**config.mk**
```make
export PLATFORM = sky130hd
export DESIGN_NAME = pix_blend_unit
export DESIGN_NICKNAME = d
export VERILOG_FILES = /design/src/rtl/pxb_pkg.sv /design/src/rtl/pxb_scale.sv /design/src/rtl/pxb_combine.sv /design/src/rtl/pix_blend_unit.sv
export SDC_FILE = /design/constraint.sdc
export NUM_CORES = 2
export LEC_CHECK = 0
export BUFFER_PORTS_ARGS = -buffer_cell sky130_fd_sc_hd__buf_2
export CORE_UTILIZATION = 50
export DETAILED_ROUTE_END_ITERATION = 12
export PLACE_DENSITY = 0.66
export SYNTH_ARGS = -nofsm -noshare
export SYNTH_HDL_FRONTEND = slang
export SYNTH_HIERARCHICAL = 1
export SYNTH_SLANG_ARGS = --single-unit
```
**constraint.sdc**
```tcl
create_clock -name clk -period 16.5 [get_ports clk]
set_input_delay 0.825 -clock clk [delete_from_list [all_inputs] [get_ports clk]]
set_output_delay 0.825 -clock clk [all_outputs]
set_load 0.005 [all_outputs]
```
**src/rtl/pxb_pkg.sv**
```systemverilog
package pxb_pkg;
    localparam int CW     = 8;
    localparam int NCH    = 4;
    localparam int PIX_W  = CW * NCH;
    localparam int A_IDX  = NCH - 1;
    localparam int CODE_W = 5;
    localparam int OP_W   = 3;
    localparam logic [CW-1:0] MAXV = {CW{1'b1}};
    localparam logic [PIX_W-1:0] IDENTITY_CTL = 32'h0001_0001;

    typedef struct packed {
        logic [CODE_W-1:0] dst_f;
        logic [OP_W-1:0]   op;
        logic [CODE_W-1:0] src_f;
    } eqn_t;

    function automatic logic [CW-1:0] unorm_mul(input logic [CW-1:0] a, input logic [CW-1:0] b);
        logic [2*CW-1:0] p;
        p = (2*CW)'(a) * (2*CW)'(b) + (2*CW)'(MAXV >> 1);
        return CW'(p / (2*CW)'(MAXV));
    endfunction

    function automatic logic [CW-1:0] pick_factor(
        input logic [CODE_W-1:0] code, input logic alpha_lane,
        input logic [CW-1:0] s, input logic [CW-1:0] d, input logic [CW-1:0] k,
        input logic [CW-1:0] sa, input logic [CW-1:0] da);
        logic [CODE_W-1:0] c;
        c = code;
        if (alpha_lane) begin
            case (code)
                5'd4:    c = 5'd6;
                5'd5:    c = 5'd7;
                5'd8:    c = 5'd10;
                5'd9:    c = 5'd11;
                default: c = code;
            endcase
        end
        case (c)
            5'd1:          return MAXV;
            5'd4:          return s;
            5'd5:          return MAXV - s;
            5'd6:          return sa;
            5'd7:          return MAXV - sa;
            5'd8:          return d;
            5'd9:          return MAXV - d;
            5'd10:         return da;
            5'd11:         return MAXV - da;
            5'd12, 5'd14:  return k;
            5'd13, 5'd15:  return MAXV - k;
            5'd16:         return alpha_lane ? MAXV : ((sa < (MAXV - da)) ? sa : (MAXV - da));
            default:       return '0;
        endcase
    endfunction
endpackage

```
**src/rtl/pxb_scale.sv**
```systemverilog
module pxb_scale
    import pxb_pkg::*;
#(
    parameter bit IS_ALPHA = 1'b0
) (
    input  logic [CODE_W-1:0] src_code,
    input  logic [CODE_W-1:0] dst_code,
    input  logic [CW-1:0]     s_ch,
    input  logic [CW-1:0]     d_ch,
    input  logic [CW-1:0]     k_ch,
    input  logic [CW-1:0]     s_alpha,
    input  logic [CW-1:0]     d_alpha,
    output logic [CW-1:0]     s_term,
    output logic [CW-1:0]     d_term
);
    logic [CW-1:0] sf, df;

    always_comb begin
        sf     = pick_factor(src_code, IS_ALPHA, s_ch, d_ch, k_ch, s_alpha, d_alpha);
        df     = pick_factor(dst_code, IS_ALPHA, s_ch, d_ch, k_ch, s_alpha, d_alpha);
        s_term = unorm_mul(s_ch, sf);
        d_term = unorm_mul(d_ch, df);
    end
endmodule

```
**src/rtl/pxb_combine.sv**
```systemverilog
module pxb_combine
    import pxb_pkg::*;
(
    input  logic [OP_W-1:0] op,
    input  logic [CW-1:0]   s_raw,
    input  logic [CW-1:0]   d_raw,
    input  logic [CW-1:0]   s_term,
    input  logic [CW-1:0]   d_term,
    output logic [CW-1:0]   res
);
    logic [CW:0] sum;

    always_comb begin
        sum = {1'b0, s_term} + {1'b0, d_term};
        case (op)
            3'd1:    res = (s_term >= d_term) ? (s_term - d_term) : '0;
            3'd2:    res = (s_raw < d_raw) ? s_raw : d_raw;
            3'd3:    res = (s_raw > d_raw) ? s_raw : d_raw;
            3'd4:    res = (d_term >= s_term) ? (d_term - s_term) : '0;
            default: res = sum[CW] ? MAXV : sum[CW-1:0];
        endcase
    end

    always_comb begin

        if (op == 3'd2) min_bound_chk: assert (res <= s_raw && res <= d_raw);

        if (op == 3'd3) max_bound_chk: assert (res >= s_raw && res >= d_raw);
    end
endmodule

```
**src/rtl/pix_blend_unit.sv**
```systemverilog
module pix_blend_unit
    import pxb_pkg::*;
(
    input  logic             clk,
    input  logic             rst,
    input  logic             in_valid,
    input  logic [PIX_W-1:0] src_px,
    input  logic [PIX_W-1:0] dst_px,
    input  logic [PIX_W-1:0] const_px,
    input  logic [PIX_W-1:0] blend_ctl,
    input  logic [NCH-1:0]   wr_mask,
    output logic             out_valid,
    output logic [PIX_W-1:0] out_px,
    output logic [NCH-1:0]   out_wen
);
    typedef struct packed {
        logic                    valid;
        logic                    bypass;
        logic [NCH-1:0]          mask;
        logic [OP_W-1:0]         cop;
        logic [OP_W-1:0]         aop;
        logic [NCH-1:0][CW-1:0]  s_raw;
        logic [NCH-1:0][CW-1:0]  d_raw;
        logic [NCH-1:0][CW-1:0]  s_term;
        logic [NCH-1:0][CW-1:0]  d_term;
    } st1_t;

    typedef struct packed {
        logic             valid;
        logic [PIX_W-1:0] px;
        logic [NCH-1:0]   wen;
    } st2_t;

    st1_t s1_d, s1_q;
    st2_t s2_d, s2_q;
    eqn_t ceq, aeq;
    logic [NCH-1:0][CW-1:0] sterm_w, dterm_w, res_w;

    assign ceq = eqn_t'(blend_ctl[12:0]);
    assign aeq = eqn_t'(blend_ctl[28:16]);

    for (genvar g = 0; g < NCH; g++) begin : g_lane
        localparam bit LANE_A = (g == A_IDX);
        pxb_scale #(.IS_ALPHA(LANE_A)) u_scale (
            .src_code (LANE_A ? aeq.src_f : ceq.src_f),
            .dst_code (LANE_A ? aeq.dst_f : ceq.dst_f),
            .s_ch     (src_px[g*CW +: CW]),
            .d_ch     (dst_px[g*CW +: CW]),
            .k_ch     (const_px[g*CW +: CW]),
            .s_alpha  (src_px[A_IDX*CW +: CW]),
            .d_alpha  (dst_px[A_IDX*CW +: CW]),
            .s_term   (sterm_w[g]),
            .d_term   (dterm_w[g])
        );
        pxb_combine u_comb (
            .op     (LANE_A ? s1_q.aop : s1_q.cop),
            .s_raw  (s1_q.s_raw[g]),
            .d_raw  (s1_q.d_raw[g]),
            .s_term (s1_q.s_term[g]),
            .d_term (s1_q.d_term[g]),
            .res    (res_w[g])
        );
    end

    always_comb begin
        s1_d.valid  = in_valid;
        s1_d.bypass = (blend_ctl == IDENTITY_CTL);
        s1_d.mask   = wr_mask;
        s1_d.cop    = ceq.op;
        s1_d.aop    = aeq.op;
        s1_d.s_raw  = src_px;
        s1_d.d_raw  = dst_px;
        s1_d.s_term = sterm_w;
        s1_d.d_term = dterm_w;

        s2_d.valid  = s1_q.valid;
        s2_d.px     = s1_q.bypass ? PIX_W'(s1_q.s_raw) : PIX_W'(res_w);
        s2_d.wen    = s1_q.valid ? s1_q.mask : '0;
    end

    always_ff @(posedge clk) begin
        if (rst) begin
            s1_q <= '0;
            s2_q <= '0;
        end else begin
            s1_q <= s1_d;
            s2_q <= s2_d;
        end
    end

    assign out_valid = s2_q.valid;
    assign out_px    = s2_q.px;
    assign out_wen   = s2_q.wen;


    valid_latency_chk: assert property (@(posedge clk) disable iff (rst)
        in_valid |-> ##2 out_valid);

    idle_latency_chk: assert property (@(posedge clk) disable iff (rst)
        !in_valid |-> ##2 !out_valid);

    wen_mask_chk: assert property (@(posedge clk) disable iff (rst)
        out_valid |-> (out_wen == $past(wr_mask, 2)));

    wen_idle_chk: assert property (@(posedge clk) disable iff (rst)
        !out_valid |-> (out_wen == '0));

    bypass_chk: assert property (@(posedge clk) disable iff (rst)
        (out_valid && $past(blend_ctl, 2) == IDENTITY_CTL) |-> (out_px == $past(src_px, 2)));
endmodule

```
==> impl_metrics.env <==
export IMPL_cts_sinks=177
export IMPL_timing_fmax_ghz=0.0673
export IMPL_synth_area_per_cell_um2=7.62
export IMPL_met2_usage_pct=47.4
export IMPL_cp_end_kind="register"
export IMPL_criticalPathCategory="input pin to register"
export IMPL_layout_nets=7970
export IMPL_rows=120
export IMPL_drtIter0Drc=4575
export IMPL_cpMostUsedCell="fa_1"
export IMPL_finalSetupTns_ns=0
export IMPL_synth_distinct_cells=164
export IMPL_io_buffers=171
export IMPL_final_max_slew_viol_count=0
export IMPL_grt_pass1_wl_um=273000
export IMPL_clkLatencyLatePin_ns=0.53
export IMPL_pin_count=172
export IMPL_core_area_um2=107000
export IMPL_antenna_found_initial=50
export IMPL_cts_buffers_inserted=17
export IMPL_drt_antenna_violating_nets=0
export IMPL_cp_slowest_stage_delay_ns=0.95
export IMPL_syn_num_nets=8042
export IMPL_crit_required_ns=16.87
export IMPL_yosysWarnings=6
export IMPL_syn_inst=7120
export IMPL_period_minus_slack_ns=14.85
export IMPL_htreeDepth=4
export IMPL_die_area_um2=110000
export IMPL_syn_cell_area_um2=54200
export IMPL_critPathSlowestCell="a21oi_1"
export IMPL_worst_slew_pin_slew_ns=1.28
export IMPL_track_usage_pct=30.0
export IMPL_clockBufferDepth=2
export IMPL_tritoncts="done"
export IMPL_dr_total_vias=53900
export IMPL_route_final_wire_length_um=169000
export IMPL_grt_pass1_vias=50400
export IMPL_firstDrtPassIters=7
export IMPL_cts_setup_buffers=0
export IMPL_busiest_layer="met2"
export IMPL_synthArstFlopShare_pct=0
export IMPL_use_met1_pct=41.7
export IMPL_ys_ff_latch=177
export IMPL_ys_flop_type="dfxtp_1"
export IMPL_initial_utilization_pct=50.5
export IMPL_grt_overflow=0
export IMPL_area_growth_pct=3.88
export IMPL_fin_worst_hold_slack_ns=0.433
export IMPL_arrival_ns=15.23
export IMPL_fillers=10600
export IMPL_use_met3_pct=4.99
export IMPL_grt_max_degree=108
export IMPL_status="finished clean"
export IMPL_timing_final_crit_share_pct=90.0
export IMPL_post_dp_hpwl_um=133000
export IMPL_ys_seq_area_share_pct=6.53
export IMPL_root_buffer="clkbuf_16"
export IMPL_finalHoldViolCount=0
export IMPL_die_y_um=331
export IMPL_rrSetupSlack_ns=13.44
export IMPL_via_per_inst=6.35
export IMPL_drc_errors=0
export IMPL_path_clk_slew_ns=0.08
export IMPL_die_w_um=331
export IMPL_path_max_fanout=26
export IMPL_drv_cap=0
export IMPL_startpoint_type="input pin"
export IMPL_slew_headroom_pct=13.6
export IMPL_clock_skew_ns=0.0233
export IMPL_gp_congestion=0.969
export IMPL_final_common_cell="inv_1"
export IMPL_layout_common_cells="inv_1 (666), nand2_1 (657), ha_1 (439)"
export IMPL_drive_gt1_share_pct=8.21
export IMPL_cts_resized=0
export IMPL_hold_path_class="register to register"
export IMPL_wl_per_cell_um=19.9
export IMPL_rsz0062_at_grt="no"
export IMPL_cts_hold_buf=0
export IMPL_final_setup_viol_count=0
export IMPL_synth_edf_count=0
[critical path, delay by kind of cell]
family / cells / cell delay [ns]
AO/OA/AOI/OAI: 10 / 3.14
XOR/XNOR: 1 / 0.27
adder cells (fa/ha/maj): 7 / 3.23
buffers and inverters: 4 / 0.70
multiplexers: 4 / 1.26
AND/OR/NAND/NOR: 21 / 5.75
[Yosys cell counts, types with 178 or more instances]
cell type	count	area, um2
a21oi_1	385	1930
nor2b_1	277	1730
nor2_1	416	1560
xnor2_1	178	1560
ha_1	439	5490
nor3_1	197	986
fa_1	348	6970
nand2_1	657	2470
and2_1	325	2030
o21ai_0	271	1360
nand3_1	199	996
inv_1	666	2500
[metal layers]
layer  vias up  part of all wire (%)
met5         -                  0.17
met4        46                   2.8
met3       328                   7.6
met2      1980                    44
met1     25800                    45
li1      25700                     -
[area by class of cell]
class / count / area [um2] / share of cell area (%)
diodes: 19 / 47.5 / 0.0844
clock buffers: 17 / 425 / 0.755
clock inverters: 15 / 161 / 0.286
inverters: 674 / 2530 / 4.49
multi-input cells: 5982 / 46800 / 83.1
flip-flops and latches: 177 / 3540 / 6.29
well taps: 1403 / 1760 / 3.12
repair buffers: 196 / 1050 / 1.87
[flip-flops by register name (all words and copies together), names as in the netlist]
register	flops
out_valid	1
out_wen	4
s1_q	140
out_px	32
[per-stage QoR]
step	instances	worst slack [ns]	instance area [um2]	utilization, %
after floorplan	7120	3.58	54200	-
after global placement	8432	1.45	55700	51.9
after detailed placement	8432	1.42	55700	51.9
after CTS	8464	1.96	56300	52.4
after global routing	8474	0.606	56300	52.5
final	8483	1.65	56300	52.5
[final timing paths]
path | startpoint | endpoint | cells after the start
max | dst_px[25] | s1_q[40] | 47
min | s1_q[135] | out_wen[1] | 1
max reg2reg | s1_q[35] | out_px[5] | 10
min reg2reg | s1_q[135] | out_wen[1] | 1
[cells by family (layout without fill, tap and decap cells)]
kind of cell | after synthesis | in the layout | share of synthesized area [%]
muxes | 176 | 176 | 3.35
AOI/OAI and AO/OA | 1976 | 1976 | 27.6
xor gates and xnor gates | 319 | 319 | 5.36
DFF | 177 | 177 | 6.53
adders and majority gates | 790 | 790 | 23.0
other | 0 | 19 | 0
buffers and inverters | 961 | 902 | 7.15
and+or+nand+nor | 2721 | 2721 | 27.0
Power is not shown: default switching activity piles up to over one toggle a cycle in this logic, so the estimate is an artifact.
